<file path="src/rtl/src_port_pkg.sv">
package src_port_pkg;
  localparam int unsigned WORD_W   = 32;
  localparam int unsigned ADDR_W   = 7;
  localparam int unsigned DATA_W   = 16;
  localparam int unsigned PH_W     = 3;
  localparam int unsigned NUM_ACC  = 3;

  // field positions that software decodes
  localparam int unsigned ADDR_LSB = 25;
  localparam int unsigned WE_BIT   = 24;
  localparam int unsigned BUSY_BIT = 23;
  localparam int unsigned OFF_BIT  = 22;
  localparam int unsigned ACC_LSB  = 19;
  localparam int unsigned PH_LSB   = 16;

  typedef struct packed {
    logic [ADDR_W-1:0]  addr;
    logic               we;
    logic               busy;
    logic               conv_off;
    logic [NUM_ACC-1:0] acc_off;
    logic [PH_W-1:0]    phase;
    logic [DATA_W-1:0]  data;
  } ctl_word_t;
endpackage

</file>
<file path="src/rtl/src_ctrl_regs.sv">
module src_ctrl_regs
  import src_port_pkg::*;
(
  input  logic               clk,
  input  logic               rst_n,
  input  logic               accept,
  input  logic               drop,
  input  ctl_word_t          wr_word,
  output logic [ADDR_W-1:0]  addr_q,
  output logic               we_q,
  output logic               conv_off_q,
  output logic [NUM_ACC-1:0] acc_off_q,
  output logic               err_q
);
  logic [ADDR_W-1:0]  addr_d;
  logic               we_d;
  logic               conv_off_d;
  logic [NUM_ACC-1:0] acc_off_d;
  logic               err_d;

  always_comb begin
    addr_d     = addr_q;
    we_d       = we_q;
    conv_off_d = conv_off_q;
    acc_off_d  = acc_off_q;
    err_d      = err_q | drop;
    if (accept) begin
      addr_d     = wr_word.addr;
      we_d       = wr_word.we;
      conv_off_d = wr_word.conv_off;
      acc_off_d  = wr_word.acc_off;
    end
  end

  always_ff @(posedge clk or negedge rst_n) begin
    if (!rst_n) begin
      addr_q     <= '0;
      we_q       <= 1'b0;
      conv_off_q <= 1'b1;
      acc_off_q  <= '1;
      err_q      <= 1'b0;
    end else begin
      addr_q     <= addr_d;
      we_q       <= we_d;
      conv_off_q <= conv_off_d;
      acc_off_q  <= acc_off_d;
      err_q      <= err_d;
    end
  end
endmodule

</file>
<file path="src/rtl/src_param_ram.sv">
module src_param_ram #(
  parameter int unsigned AW = 7,
  parameter int unsigned DW = 16
) (
  input  logic          clk,
  input  logic          wr_en,
  input  logic [AW-1:0] wr_addr,
  input  logic [DW-1:0] wr_data,
  input  logic [AW-1:0] rd_addr,
  output logic [DW-1:0] rd_data
);
  localparam int unsigned DEPTH = 1 << AW;

  logic [DW-1:0] mem [DEPTH];

  always_ff @(posedge clk) begin
    if (wr_en) begin
      mem[wr_addr] <= wr_data;
    end
  end

  assign rd_data = mem[rd_addr];
endmodule

</file>
<file path="src/rtl/src_access_seq.sv">
module src_access_seq #(
  parameter int unsigned BUSY_CYC = 4,
  parameter int unsigned DW       = 16
) (
  input  logic          clk,
  input  logic          rst_n,
  input  logic          accept,
  input  logic          fetch,
  input  logic [DW-1:0] ram_q,
  output logic          busy,
  output logic [DW-1:0] rd_q
);
  localparam int unsigned CNT_W = $clog2(BUSY_CYC + 1);
  localparam logic [CNT_W-1:0] CNT_LOAD = CNT_W'(BUSY_CYC);
  localparam logic [CNT_W-1:0] CNT_ONE  = CNT_W'(1);

  logic [CNT_W-1:0] cnt_q, cnt_d;
  logic             pend_q, pend_d;
  logic [DW-1:0]    rd_d;
  logic             last_cyc;

  assign busy     = (cnt_q != '0);
  assign last_cyc = (cnt_q == CNT_ONE);

  always_comb begin
    cnt_d  = cnt_q;
    pend_d = pend_q;
    rd_d   = rd_q;
    if (accept) begin
      cnt_d  = CNT_LOAD;
      pend_d = fetch;
    end else if (busy) begin
      cnt_d = cnt_q - CNT_ONE;
      if (last_cyc) begin
        pend_d = 1'b0;
        if (pend_q) begin
          rd_d = ram_q;
        end
      end
    end
  end

  always_ff @(posedge clk or negedge rst_n) begin
    if (!rst_n) begin
      cnt_q  <= '0;
      pend_q <= 1'b0;
      rd_q   <= '0;
    end else begin
      cnt_q  <= cnt_d;
      pend_q <= pend_d;
      rd_q   <= rd_d;
    end
  end
endmodule

</file>
<file path="src/rtl/src_phase_gen.sv">
module src_phase_gen #(
  parameter int unsigned PHASE_CYC = 6,
  parameter int unsigned PW        = 3
) (
  input  logic          clk,
  input  logic          rst_n,
  input  logic          conv_off,
  output logic [PW-1:0] phase_q
);
  localparam logic [PW-1:0] PH_LAST = PW'(PHASE_CYC - 1);

  logic [PW-1:0] phase_d;

  always_comb begin
    if (conv_off) begin
      phase_d = '0;
    end else if (phase_q == PH_LAST) begin
      phase_d = '0;
    end else begin
      phase_d = phase_q + PW'(1);
    end
  end

  always_ff @(posedge clk or negedge rst_n) begin
    if (!rst_n) begin
      phase_q <= '0;
    end else begin
      phase_q <= phase_d;
    end
  end
endmodule

</file>
<file path="src/rtl/src_param_port.sv">
module src_param_port
  import src_port_pkg::*;
#(
  parameter int unsigned BUSY_CYC  = 4,
  parameter int unsigned PHASE_CYC = 6
) (
  input  logic        clk,
  input  logic        rst_n,
  input  logic        host_wr,
  input  logic [31:0] host_wdata,
  output logic [31:0] host_rdata,
  output logic        src_off,
  output logic [2:0]  acc_off,
  output logic        drop_err
);
  ctl_word_t          wr_word;
  ctl_word_t          view;
  logic               busy;
  logic               accept;
  logic               drop;
  logic [ADDR_W-1:0]  addr_q;
  logic               we_q;
  logic               conv_off_q;
  logic [NUM_ACC-1:0] acc_off_q;
  logic [DATA_W-1:0]  ram_q;
  logic [DATA_W-1:0]  rd_q;
  logic [PH_W-1:0]    phase_q;
  logic               unused_bits;

  assign wr_word     = ctl_word_t'(host_wdata);
  assign unused_bits = ^{wr_word.busy, wr_word.phase};
  assign accept      = host_wr & ~busy;
  assign drop        = host_wr & busy;

  src_ctrl_regs u_regs (
    .clk        (clk),
    .rst_n      (rst_n),
    .accept     (accept),
    .drop       (drop),
    .wr_word    (wr_word),
    .addr_q     (addr_q),
    .we_q       (we_q),
    .conv_off_q (conv_off_q),
    .acc_off_q  (acc_off_q),
    .err_q      (drop_err)
  );

  src_param_ram #(.AW(ADDR_W), .DW(DATA_W)) u_ram (
    .clk     (clk),
    .wr_en   (accept & wr_word.we),
    .wr_addr (wr_word.addr),
    .wr_data (wr_word.data),
    .rd_addr (addr_q),
    .rd_data (ram_q)
  );

  src_access_seq #(.BUSY_CYC(BUSY_CYC), .DW(DATA_W)) u_seq (
    .clk    (clk),
    .rst_n  (rst_n),
    .accept (accept),
    .fetch  (~wr_word.we),
    .ram_q  (ram_q),
    .busy   (busy),
    .rd_q   (rd_q)
  );

  src_phase_gen #(.PHASE_CYC(PHASE_CYC), .PW(PH_W)) u_phase (
    .clk      (clk),
    .rst_n    (rst_n),
    .conv_off (conv_off_q),
    .phase_q  (phase_q)
  );

  always_comb begin
    view.addr     = addr_q;
    view.we       = we_q;
    view.busy     = busy;
    view.conv_off = conv_off_q;
    view.acc_off  = acc_off_q;
    view.phase    = phase_q;
    view.data     = rd_q;
  end

  assign host_rdata = view;
  assign src_off    = conv_off_q;
  assign acc_off    = acc_off_q;
endmodule

</file>
<file path="config.mk">
export PLATFORM = sky130hd
export DESIGN_NAME = src_param_port
export DESIGN_NICKNAME = d
export VERILOG_FILES = /design/src/rtl/src_port_pkg.sv /design/src/rtl/src_ctrl_regs.sv /design/src/rtl/src_param_ram.sv /design/src/rtl/src_access_seq.sv /design/src/rtl/src_phase_gen.sv /design/src/rtl/src_param_port.sv
export SDC_FILE = /design/constraint.sdc
export NUM_CORES = 2
export LEC_CHECK = 0
export BUFFER_PORTS_ARGS = -buffer_cell sky130_fd_sc_hd__buf_2
export CORE_UTILIZATION = 40
export DETAILED_ROUTE_END_ITERATION = 10
export SYNTH_ARGS = -nofsm -noshare
export SYNTH_HDL_FRONTEND = slang
export SYNTH_SLANG_ARGS = --single-unit
</file>
<file path="constraint.sdc">
create_clock -name clk -period 4.85 [get_ports clk]
set_input_delay 0.485 -clock clk [delete_from_list [all_inputs] [get_ports clk]]
set_output_delay 0.485 -clock clk [all_outputs]
set_load 0.01 [all_outputs]
</file>
==> summary.md <==
| Metric | Value |
|---|---|
| First-pass GRT wire length | about 300 mm |
| Crit start category | register |
| Worst Skew | 0.0548 ns |
| Fmax | 259 MHz |
| EDFF count, synth | between 2000 and 2500 |
| Final setup violation count | 0 |
| GR Overflow Total | 0 |
| Synth top area cells | edfxtp_1 (76%), mux4_2 (11%), mux2i_1 (3.1%), dfrtp_1 (0.99%), nor2_1 (0.76%) |
| Site Rows | around 160 |
| DRT antenna net count | 0 |
| Peak supply drop | 0.415 mV |
| Post-synthesis sequential area ratio | 0.771 |
| Max-Cap Viols | 0 |
| Top-area cell type share of the netlist area | 0.760 |
| Synthesized area | slightly above 0.08 sq mm |
| Reg clk slew, reported paths | about 0.060 ns |
| Area growth syn-to-layout | 13.7% |
| Power Total | about 0.05 W |
| Antenna violations before repair | 9 |
| Layout cell share with drive strength beyond 1 | 0.253 |
| Clk_lat worst skew | 0.86 ns |
| Pre-antenna DRT Iters | 5 |
| Final Hold Fails | 0 |
| Post-CTS Resized | 0 |
| Setup TNS | 0 ns |
| Post-synth top cells | edfxtp_1 (2048), mux4_2 (402), mux2i_1 (247) |
| RSZ-0062 raised after global routing | no |
| Leak Pwr | around 29 nW |
| I/O Buffers | 67 |
| Hold path start | host_wdata[29] |
| CTS root buf | clkbuf_16 |
| CTS tree | done |
| Total track usage | 0.210 |
| Worst r2r src | u_seq.cnt_q[0] |
| Crit. End Element | register |
| Tmin final | slightly below 4 ns |
| Power per cell area | 531 mW/mm^2 |
| Ys flop type | edfxtp_1 |
| YS warnings | 0 |
| CP Max Fanout | 11 |
| CTS H-tree lvls | 4 |
| Synth async-reset ratio | 0.0173 |
| Iteration-0 DRC Markers | 4792 |
| Reg-to-reg slack, setup | 0.99 ns |
| Tightest Pin Transition | 1.30 ns |
| Status | finished, final reports clean |
| CP Data Required Time | 5.38 ns |
| Seq cells post-synth | 2084 |
| Deepest clock path buffer count | 3 |
| Yosys top cell by area | edfxtp_1 |
| Core Area | about 0.20 sq mm |
| Largest net degree at the start of global routing | about 120 |
| DR vias | between 40000 and 50000 |
| Hpwl dp | 133 mm |
| Via-to-Cell Ratio | 5.79 |
| Final period util | 0.795 |
| Critical path arrival | 4.38 ns |
| Setup Buffers After CTS | 0 |
| Hold depth | 2 |
| Final slew viol count | 0 |
| WL/cell | 30.7 microns |
| Fill cells | 16699 |
| # nets final | about 4200 |
| Worst slew margin | 0.133 |
| Clock Sinks | between 2000 and 2500 |
| Die Footprint | between 0.2 and 0.25 sq mm |
| Chip width | about 450 microns |
| Syn Nets | 3885 |
| Die Ht | 452 microns |
| Mapped Cells | 3847 |
| I/O pins | 72 |
| Worst flop-to-flop path endpoint | u_ram.mem[15][6] |
| Initial Util | 0.404 |
| Vias in the first global route | 40283 |
| Routed WL | 215 mm |
| Unique masters post-synth | between 60 and 70 |
| Post-Syn Area per Cell | 21.0 sq um |
| Number of remaining DRC errors | 0 |
| R2R cell count | 9 |
| WS Path Type | reg2reg |
| Hold endpoint | u_regs.addr_q[4] |
| Routability cong. | 0.868 |
| CTS buffer count | 205 |
| Top-count cell post-synth | edfxtp_1 |
| HP Class | in2reg |
worst max path at each step:
stage | start | to | slack, ns | cells after the start
after floorplan | u_seq.cnt_q[0] | u_ram.mem[110][0] | 2.03 | 8
after global placement | u_seq.cnt_q[0] | u_ram.mem[5][12] | 1.10 | 8
after detailed placement | u_seq.cnt_q[0] | u_ram.mem[5][9] | 1.09 | 8
after CTS | u_seq.cnt_q[0] | u_ram.mem[5][8] | 1.05 | 8
after global routing | u_seq.cnt_q[0] | u_ram.mem[5][10] | 0.80 | 8
final | u_seq.cnt_q[0] | u_ram.mem[15][6] | 0.99 | 9
what timing repair did:
action	CTS	global route
endpoints found under the hold margin	43	0
setup endpoints to repair	0	0
hold buffers	10	0
report_power, final:
part | internal, W | switching (W)
clock network | 0.00850 | 0.00690
logic | 0.00500 | 0.00793
registers | 0.0199 | 0.000584
total | 0.0334 | 0.0154
layer usage:
layer / global-route usage / wire [microns]
met5: 0 / 0
met3: 0.0386 / 16300
met1: 0.290 / 88600
met4: 0.0789 / 7890
met2: 0.332 / 103000
cell type report:
class / count / area [sq um] / area share
multi-input cells: 1541 / 17000 / 0.184
flip-flops and latches: 2084 / 62400 / 0.678
clock buffers: 256 / 5360 / 0.0583
repair buffers: 343 / 2690 / 0.0292
diodes: 7 / 17.5 / 0.000190
inverters: 8 / 31.3 / 0.000340
well taps: 2656 / 3320 / 0.0361
clock inverters: 127 / 1200 / 0.0130
worst max-delay path, cell delays in order, from the launching register on:
cell     delay (ns)
dfrtp_1        0.40
inv_1          0.11
ha_1           0.29
nor2b_1        0.30
nand3_1        0.41
nor2_1         0.39
nand3_1        0.48
buf_4          0.35
nor2_1         0.54
buf_12         0.24
registers in the layout, indices dropped and copies added (netlist names), 3 cells and up:
register	flops
u_ram.mem	2048
u_seq.rd_q	16
u_regs.addr_q	7
u_phase.phase_q	3
u_regs.acc_off_q	3
u_seq.cnt_q	3
cell usage in the layout (no fill, tap or decap), types with 7 or more instances in the layout:
| master | netlist | routed |
|---|---|---|
| clkinv_2 | 0 | 45 |
| a221oi_1 | 16 | 16 |
| nor2b_1 | 19 | 14 |
| bufinv_16 | 0 | 11 |
| a211oi_1 | 29 | 29 |
| dlygate4sd3_1 | 0 | 10 |
| clkbuf_16 | 0 | 205 |
| mux2_2 | 31 | 31 |
| clkbuf_1 | 65 | 47 |
| buf_4 | 23 | 265 |
| o211ai_1 | 21 | 21 |
| clkinv_16 | 0 | 11 |
| nor2_1 | 164 | 145 |
| a31oi_1 | 23 | 23 |
| o21ai_0 | 44 | 44 |
| buf_12 | 20 | 17 |
| and2_1 | 14 | 14 |
| edfxtp_1 | 2048 | 2048 |
| nand3_1 | 53 | 53 |
| a21oi_1 | 46 | 46 |
| nor2_2 | 0 | 19 |
| nor3_1 | 34 | 34 |
| mux2i_1 | 247 | 247 |
| diode_2 | 0 | 7 |
| o21ai_1 | 8 | 8 |
| a22oi_1 | 72 | 72 |
| and3_1 | 7 | 7 |
| nand4_1 | 9 | 9 |
| buf_2 | 53 | 51 |
| o22ai_1 | 51 | 51 |
| a22o_1 | 9 | 9 |
| mux4_2 | 402 | 402 |
| dfrtp_1 | 32 | 28 |
| o31ai_1 | 8 | 8 |
| o221ai_1 | 30 | 30 |
| nand2_1 | 128 | 125 |
| clkinv_1 | 0 | 50 |
stage by stage:
stage,area (sq um),hold WS (ns),setup slack (ns),cells,utilization
5_1_grt,92000,0.0507,0.798,7018,0.459
3_3_place_gp,85300,0.438,1.10,6622,0.426
6_report,92000,0.0988,0.994,7022,0.459
3_5_place_dp,85300,0.469,1.09,6622,0.426
4_1_cts,92000,0.00151,1.05,7015,0.459
2_1_floorplan,80900,0.189,2.03,3847,-
kinds of logic after synthesis:
group / after synthesis / share of synthesized area
AOI/OAI and AO/OA: 398 / 0.0346
adders and majority gates: 3 / 0.000464
buffers and inverters: 222 / 0.0201
DFF: 2084 / 0.771
muxes: 684 / 0.148
and+or+nand+nor: 456 / 0.0252
No activity file was read; power rests on OpenSTA's default activity.
